===== config.mk =====
export PLATFORM = sky130hd
export DESIGN_NAME = split_gain_cal
export DESIGN_NICKNAME = d
export VERILOG_FILES = /design/src/rtl/splitcal_pkg.sv /design/src/rtl/sdk_accum.sv /design/src/rtl/gain_track.sv /design/src/rtl/mode_gen.sv /design/src/rtl/run_monitor.sv /design/src/rtl/split_gain_cal.sv
export SDC_FILE = /design/constraint.sdc
export NUM_CORES = 1
export LEC_CHECK = 0
export BUFFER_PORTS_ARGS = -buffer_cell sky130_fd_sc_hd__buf_2
export CORE_ASPECT_RATIO = 1.4
export CORE_MARGIN = 10
export CORE_UTILIZATION = 56
export CTS_CLUSTER_DIAMETER = 120
export DETAILED_ROUTE_END_ITERATION = 8
export HOLD_SLACK_MARGIN = 0.03
export PLACE_DENSITY = 0.79
export SYNTH_ARGS = -nofsm -noshare
export SYNTH_HDL_FRONTEND = slang
export SYNTH_SLANG_ARGS = --single-unit

===== constraint.sdc =====
create_clock -name clk -period 7.3 [get_ports clk]
set_clock_uncertainty 0.2 [all_clocks]
set_input_delay 1.46 -clock clk [delete_from_list [all_inputs] [get_ports clk]]
set_output_delay 1.46 -clock clk [all_outputs]
set_load 0.02 [all_outputs]

===== src/rtl/splitcal_pkg.sv =====
// Shared constants and elaboration-time helpers for the split calibrator.
// Assumes G_NOM is given in Q.12 and lies well above 1.0.
package splitcal_pkg;
    localparam int WF = 12;

    // Decision code to signed value: 01 -> +1, 11 -> -1, else 0.
    function automatic int dec_val(input logic [1:0] c);
        return (c == 2'b01) ? 1 : ((c == 2'b11) ? -1 : 0);
    endfunction

    // Weight k * (1/G)^k in Q.12, computed by repeated fixed-point multiply.
    function automatic int cyc_weight(input int k, input int gnom_q);
        longint p;
        longint inv;
        p   = longint'(1) << WF;
        inv = (longint'(1) << (2 * WF)) / longint'(gnom_q);
        for (int i = 0; i < k; i++) p = (p * inv) >>> WF;
        return int'(longint'(k) * p);
    endfunction
endpackage


===== src/rtl/sdk_accum.sv =====
// Error coefficient of one converter half: the sum of its decisions, each
// scaled by a per-cycle weight computed at elaboration.
// Assumes decisions are stable in the cycle they are used; purely combinational.
module sdk_accum #(
    parameter int NCYC  = 6,
    parameter int G_NOM = 7864,
    parameter int SW    = 24
) (
    input  logic [2*NCYC-1:0]    dec,
    output logic signed [SW-1:0] coef
);
    import splitcal_pkg::*;

    logic signed [SW-1:0] term [NCYC];

    for (genvar k = 0; k < NCYC; k++) begin : g_term
        localparam int WK = cyc_weight(k + 1, G_NOM);
        // Map one decision entry to +W, -W or zero.
        always_comb begin
            unique case (dec[2*k +: 2])
                2'b01:   term[k] = SW'(WK);
                2'b11:   term[k] = -SW'(WK);
                default: term[k] = '0;
            endcase
        end
    end

    // Add up the weighted decisions.
    always_comb begin
        coef = '0;
        for (int k = 0; k < NCYC; k++) coef = coef + term[k];
    end
endmodule


===== src/rtl/gain_track.sv =====
// One gain estimate with a sign-sign LMS update and clamping.
// POL = +1 moves the gain with sgn(err)*sgn(coef), POL = -1 moves against it.
// Assumes step is smaller than 2^GW and upd is low during reset.
module gain_track #(
    parameter int          GW   = 24,
    parameter int          SW   = 24,
    parameter logic [23:0] INIT = 24'h7AE148,
    parameter logic [23:0] GMIN = 24'h600000,
    parameter logic [23:0] GMAX = 24'h800000,
    parameter int          POL  = 1
) (
    input  logic                 clk,
    input  logic                 rst_n,
    input  logic                 upd,
    input  logic signed [1:0]    err_sgn,
    input  logic signed [SW-1:0] coef,
    input  logic [GW:0]          step,
    output logic [GW-1:0]        gain
);
    logic signed [1:0] coef_sgn;
    logic              go_up;
    logic              go_dn;
    logic [GW+1:0]     sum_up;
    logic [GW+1:0]     sum_dn;
    logic [GW-1:0]     gain_nxt;
    logic [GW-1:0]     gain_q;

    // Sign of the error coefficient.
    always_comb begin
        if (coef > 0)      coef_sgn = 2'sd1;
        else if (coef < 0) coef_sgn = -2'sd1;
        else               coef_sgn = 2'sd0;
    end

    // Decide direction from the two signs and the polarity.
    always_comb begin
        go_up = 1'b0;
        go_dn = 1'b0;
        if (err_sgn != 0 && coef_sgn != 0) begin
            if ((err_sgn == coef_sgn) == (POL > 0)) go_up = 1'b1;
            else                                    go_dn = 1'b1;
        end
    end

    // Candidate values and clamp into [GMIN, GMAX].
    always_comb begin
        sum_up = {2'b00, gain_q} + {1'b0, step};
        sum_dn = {2'b00, gain_q} - {1'b0, step};
        gain_nxt = gain_q;
        if (go_up) begin
            gain_nxt = (sum_up > {2'b00, GMAX}) ? GMAX : sum_up[GW-1:0];
        end else if (go_dn) begin
            if (sum_dn[GW+1] || sum_dn < {2'b00, GMIN}) gain_nxt = GMIN;
            else                                         gain_nxt = sum_dn[GW-1:0];
        end
    end

    // Gain register: reset value from parameter, updated once per conversion.
    always_ff @(posedge clk) begin
        if (!rst_n)   gain_q <= INIT;
        else if (upd) gain_q <= gain_nxt;
    end

    assign gain = gain_q;

    a_r6_gain_in_range: assert property (@(posedge clk) disable iff (!rst_n)
        (gain_q >= GMIN) && (gain_q <= GMAX));

    a_r7_gain_hold: assert property (@(posedge clk) disable iff (!rst_n)
        !upd |=> $stable(gain_q));

    a_r5_step_bound: assert property (@(posedge clk) disable iff (!rst_n)
        upd |=> (((gain_q >= $past(gain_q)) ? ({1'b0, gain_q} - {1'b0, $past(gain_q)})
                                            : ({1'b0, $past(gain_q)} - {1'b0, gain_q}))
                 <= $past(step)));
endmodule


===== src/rtl/mode_gen.sv =====
// Residue-mode selection for both halves: one 2-bit LFSR per half, advanced
// once per conversion, with half B's output inverted whenever the two agree.
// Assumes upd is one pulse per conversion.
module mode_gen (
    input  logic       clk,
    input  logic       rst_n,
    input  logic       upd,
    output logic [1:0] mode_a,
    output logic [1:0] mode_b
);
    logic [1:0] st_a;
    logic [1:0] st_b;

    // Advance both generators on each conversion.
    always_ff @(posedge clk) begin
        if (!rst_n) begin
            st_a <= 2'b01;
            st_b <= 2'b10;
        end else if (upd) begin
            st_a <= {st_a[0], st_a[1] ^ st_a[0]};
            st_b <= {st_b[0], st_b[1] ^ st_b[0]};
        end
    end

    // Force distinct modes on the two halves.
    always_comb begin
        mode_a = st_a;
        mode_b = (st_b == st_a) ? ~st_b : st_b;
    end

    a_r8_modes_differ: assert property (@(posedge clk) disable iff (!rst_n)
        mode_a != mode_b);

    a_r8_mode_hold: assert property (@(posedge clk) disable iff (!rst_n)
        !upd |=> $stable(mode_a));
endmodule


===== src/rtl/run_monitor.sv =====
// Convergence flag: counts consecutive conversions whose disagreement
// magnitude is below the threshold; any violation restarts the count.
// Assumes diff is the CW+1-bit difference of two CW-bit codes.
module run_monitor #(
    parameter int CW  = 16,
    parameter int RUN = 256
) (
    input  logic              clk,
    input  logic              rst_n,
    input  logic              upd,
    input  logic signed [CW:0] diff,
    input  logic [CW-1:0]     thr,
    output logic              converged
);
    localparam int CNTW = $clog2(RUN + 1);

    logic [CW:0]   mag;
    logic          below;
    logic [CNTW-1:0] cnt;

    // Magnitude of the disagreement and comparison with the threshold.
    always_comb begin
        mag   = diff[CW] ? (~diff + 1'b1) : diff;
        below = mag < {1'b0, thr};
    end

    // Saturating run counter of in-threshold conversions.
    always_ff @(posedge clk) begin
        if (!rst_n)            cnt <= '0;
        else if (upd) begin
            if (!below)        cnt <= '0;
            else if (cnt != CNTW'(RUN)) cnt <= cnt + 1'b1;
        end
    end

    assign converged = (cnt == CNTW'(RUN));

    a_r9_clear_on_violation: assert property (@(posedge clk) disable iff (!rst_n)
        (upd && !below) |=> !converged);

    a_r9_rise_needs_good: assert property (@(posedge clk) disable iff (!rst_n)
        $rose(converged) |-> $past(upd && below));
endmodule


===== src/rtl/split_gain_cal.sv =====
// Top of the split-converter calibrator. Averages the two half codes into
// the output, derives each half's error coefficient from its decisions,
// and runs sign-sign LMS on both gain estimates from the code difference.
// Assumes conv_vld is low during reset and mu_shift <= 23.
module split_gain_cal #(
    parameter int          CW       = 16,
    parameter int          NCYC     = 6,
    parameter int          G_NOM    = 7864,
    parameter logic [23:0] GA_INIT  = 24'h7AE148,
    parameter logic [23:0] GB_INIT  = 24'h7AE148,
    parameter int          CONV_RUN = 256
) (
    input  logic                   clk,
    input  logic                   rst_n,
    input  logic                   conv_vld,
    input  logic signed [CW-1:0]   code_a,
    input  logic signed [CW-1:0]   code_b,
    input  logic [2*NCYC-1:0]      dec_a,
    input  logic [2*NCYC-1:0]      dec_b,
    input  logic [4:0]             mu_shift,
    input  logic [CW-1:0]          conv_thr,
    output logic signed [CW-1:0]   code_out,
    output logic                   out_vld,
    output logic [23:0]            gain_a,
    output logic [23:0]            gain_b,
    output logic [1:0]             mode_a,
    output logic [1:0]             mode_b,
    output logic                   converged
);
    localparam int GW = 24;
    localparam int SW = 24;
    localparam logic [23:0] GMIN = 24'h600000;
    localparam logic [23:0] GMAX = 24'h800000;

    logic signed [CW:0]   sum;
    logic signed [CW:0]   diff;
    logic signed [1:0]    err_sgn;
    logic [GW:0]          step;
    logic signed [SW-1:0] coef_a;
    logic signed [SW-1:0] coef_b;

    // Sum, difference, difference sign and step size.
    always_comb begin
        sum  = (CW+1)'(code_a) + (CW+1)'(code_b);
        diff = (CW+1)'(code_b) - (CW+1)'(code_a);
        if (diff > 0)      err_sgn = 2'sd1;
        else if (diff < 0) err_sgn = -2'sd1;
        else               err_sgn = 2'sd0;
        step = (GW+1)'(1) << mu_shift;
    end

    // Output code register: floor of the mean, plus its valid flag.
    always_ff @(posedge clk) begin
        if (!rst_n) begin
            code_out <= '0;
            out_vld  <= 1'b0;
        end else begin
            out_vld <= conv_vld;
            if (conv_vld) code_out <= CW'(sum >>> 1);
        end
    end

    sdk_accum #(.NCYC(NCYC), .G_NOM(G_NOM), .SW(SW)) u_coef_a (
        .dec(dec_a), .coef(coef_a));
    sdk_accum #(.NCYC(NCYC), .G_NOM(G_NOM), .SW(SW)) u_coef_b (
        .dec(dec_b), .coef(coef_b));

    gain_track #(.GW(GW), .SW(SW), .INIT(GA_INIT), .GMIN(GMIN), .GMAX(GMAX), .POL(-1)) u_gain_a (
        .clk(clk), .rst_n(rst_n), .upd(conv_vld), .err_sgn(err_sgn),
        .coef(coef_a), .step(step), .gain(gain_a));
    gain_track #(.GW(GW), .SW(SW), .INIT(GB_INIT), .GMIN(GMIN), .GMAX(GMAX), .POL(1)) u_gain_b (
        .clk(clk), .rst_n(rst_n), .upd(conv_vld), .err_sgn(err_sgn),
        .coef(coef_b), .step(step), .gain(gain_b));

    mode_gen u_modes (
        .clk(clk), .rst_n(rst_n), .upd(conv_vld), .mode_a(mode_a), .mode_b(mode_b));

    run_monitor #(.CW(CW), .RUN(CONV_RUN)) u_run (
        .clk(clk), .rst_n(rst_n), .upd(conv_vld), .diff(diff),
        .thr(conv_thr), .converged(converged));

    a_r1_valid_follows: assert property (@(posedge clk) disable iff (!rst_n)
        conv_vld |=> out_vld);

    a_r1_valid_idle: assert property (@(posedge clk) disable iff (!rst_n)
        !conv_vld |=> !out_vld);

    a_r1_code_hold: assert property (@(posedge clk) disable iff (!rst_n)
        !conv_vld |=> $stable(code_out));
endmodule


==> run summary <==
Slew @ Worst Pin: 0.952 ns
Cell Rows: 70
number of hold buffers added after CTS: 0
routability cong.: 1.00
HP Class: flip-flop to flip-flop
post-layout min period: 6.99 ns
vias in the first global route: 15,835
final WL: 51,000 um
largest net degree at the start of global routing: 47
TritonCTS Buffers: 9
Combinational Power Share: 0.775
CTS tree: built
min-delay src: code_out[8]$_SDFFE_PN0P_
CP Max Fanout: 8
syn_area_per_cell: 7.48 um2
PwrDens: 297 mW/mm2
Reg2Reg Launch Point: u_gain_a.gain[0]$_SDFFE_PN0P_
area leader, netlist: ha_1
worst setup margin: 0.310 ns
clock tree buffer depth: 2
Die Wd: 159 um
maxcap violations: 0
Post CTS Setup Buffer Count: 0
layout cells sized above 1: 0.147
CP max stage delay: 0.55 ns
Setup-failing EPs final: 0
DR vias/cell: 6.31
Core ar.: 0.0263 mm2
top-count cell post-synth: inv_1
clock network fraction of design power: 0.098
Synth top cells by count: inv_1, ha_1, nor2_1, a21oi_1, nand2_1
pre-CTS setup slack: -0.467 ns
grt total ovfl: 0
clk sink count: 78
Post-synth EDFFs: 0
Fin. Hold Viols: 0
main area contributors after synthesis: ha_1, fa_1, dfxtp_1
Startpoint Class: input port
fin. max-slew vios: 0
# H-tree levels: 3
origin of the worst setup path: dec_b[8]
Final nets: 2,531
Most common cell on crit path: fa_1
drt pass-1 iters: 5
Initial Util: 0.573
via count: 15,891
sequential element share of the synthesized area: 0.104
Syn Std Cell Area: 0.0150 mm2
Clk Latency, worst-skew pair: 0.37 ns
synth warn: 0
Final Cycle Share: 0.958
CTS root buf: clkbuf_16
Antenna Nets Post-Route: 0
Die Y-Extent: 214 um
initial antenna violation count: 0
Peak VDD IR: 0.231 mV
Sw Pwr: 2.71 mW
first-pass GRT wire length: 80,600 um
Slew Limit Headroom: 0.365
Min Hold Slack: 0.281 ns
port buffer count: 149
WL/cell: 20.2 um
Critical Path RT: 7.38 ns
Yosys reg bits: 78
P_leak: 8.22 nW
Sw Ratio: 0.537
area delta synth->final: 13.2%
drt first-iter violations: 1,135
syn nets: 2,352
worst endpoint data arrival time: 7.07 ns
Cell variety after synth: 94
design internal power: 2.34 mW
crit-path cells: buf_2 > and2_2 > fa_1 > fa_1 > inv_1 > fa_1 > inv_1 > ha_1 > inv_1 > fa_1 > or4b_4 > nor4_2 > buf_4 > o2111ai_1 > or4_4 > a2111oi_4 > buf_4 > a211oi_1 > or3_1 > buf_6 > o211ai_1 > a21oi_1 > a311oi_1
Worst path slowest cell: fa_1
CP Capture Type: flip-flop
Die Area: 0.0339 mm2
Post-Synthesis Cells: 2,012
Final HPWL DP: 41,900 um
critical path class: input port to flip-flop
outcome: finished, final reports clean
Async S/R FF share, synth: 0
DRC Markers: 0
Diodes inserted: 0
achievable clock frequency: 143 MHz
Synth Flop Type: dfxtp_1
IO Pins: 150
clk slew on worst S/H paths: 0.07 ns
Tot GR Track Use: 0.291
Flop pwr share: 0.127
RSZ-0062 raised after global routing: no
Synth top area share: 0.145
Final TNS setup: 0 ns
## cells in the final DEF (no fill, tap or decap), types with 10 or more instances in the layout
cell       synthesis  routed
buf_2             16     149
a221oi_1          14      14
nand3_1           39      38
or4_1             12      11
buf_4              0     108
or2_2             12      12
nor4_1            18      17
a31oi_1           33      33
o21ai_0          101     101
nor2b_1           44      44
nand2_1          111     111
o21a_1            21      21
a311oi_1          17      17
nor3_1            53      53
nand2b_1          35      35
a211oi_1          39      38
a2bb2oi_1         14      13
fa_1              86      86
a21o_1            37      37
inv_1            269     269
o21bai_1          22      22
ha_1             174     174
or3_1             22      22
xnor2_1           63      63
a21oi_1          133     132
mux2i_1           17      17
o211ai_1          27      27
nor3b_1           10      10
and3_1            24      24
dfxtp_1           78      78
nor2_1           169     169
and2_1            14      12
a22oi_1           10      10
xor2_1            18      18
o31ai_1           18      18
## worst max-delay path: cells and delay by family
family / cells / cell delay, ns
adders and majority gates: 5 / 2.14
and+or+nand+nor: 5 / 1.85
AOI/OAI and AO/OA: 6 / 0.81
buffers and inverters: 7 / 0.79
## repair_timing
| item | CTS | global route |
|---|---|---|
| pin swaps | 0 | 4 |
| endpoints found under the hold margin | 0 | 0 |
| setup endpoints to repair | 13 | 22 |
| resized for setup | 3 | 10 |
## state kept, by name (all words and copies together) (netlist names)
name,cells
code_out,16
u_gain_b.gain,24
u_modes.mode_a,2
out_vld,1
u_run.cnt,9
u_gain_a.gain,24
u_modes.st_b,2
## through the flow
stage                     instances   util  power, mW  area (um2)
final                          2520  0.648       5.05       17000
after floorplan                2012      -       3.22       15000
after global placement         2504  0.635       4.33       16700
after detailed placement       2504  0.635       4.42       16700
after global routing           2520  0.648       5.41       17000
after CTS                      2520  0.647       4.93       17000
## per-layer routing
layer / GRT usage / up-vias / routed length, um
li1: - / 7499 / -
met1: 0.320 / 7548 / 18900
met2: 0.521 / 688 / 25900
met3: 0.0387 / 156 / 3370
met4: 0.160 / 0 / 2800
met5: 0 / - / 0
## power groups by stage
| stage | Combinational, mW | Sequential [mW] | Clock [mW] |
|---|---|---|---|
| after floorplan | 2.51 | 0.711 | 0 |
| after global placement | 3.69 | 0.644 | 0 |
| after detailed placement | 3.77 | 0.647 | 0 |
| after CTS | 3.80 | 0.637 | 0.500 |
| after global routing | 4.25 | 0.650 | 0.511 |
| final | 3.92 | 0.642 | 0.494 |
## path summary, 6_finish.rpt
| check | to | slack [ns] | cells after the start |
|---|---|---|---|
| max | u_gain_b.gain[14]$_SDFFE_PN1P_ | 0.31 | 23 |
| min | code_out[8]$_SDFFE_PN0P_ | 0.28 | 2 |
| min reg2reg | code_out[8]$_SDFFE_PN0P_ | 0.28 | 2 |
| max reg2reg | u_gain_a.gain[1]$_SDFFE_PN0P_ | 2.02 | 15 |
## cell type report
type	instances	area [um2]
Timing Repair Buffer	260	1610
Fill cell	2372	9240
Sequential cell	78	1560
Multi-Input combinational cell	1572	12100
Clock inverter	6	70.1
Tap cell	324	405
Clock buffer	10	229
Inverter	270	1010
## logic make-up after synthesis
| logic type | after synthesis | synth area share |
|---|---|---|
| buffers and inverters | 362 | 0.0931 |
| DFF | 78 | 0.104 |
| AOI/OAI and AO/OA | 603 | 0.275 |
| muxes | 20 | 0.0136 |
| and+or+nand+nor | 608 | 0.208 |
| adders and majority gates | 260 | 0.259 |
| xor gates and xnor gates | 81 | 0.0472 |
Power figures use the tool's default switching activity.
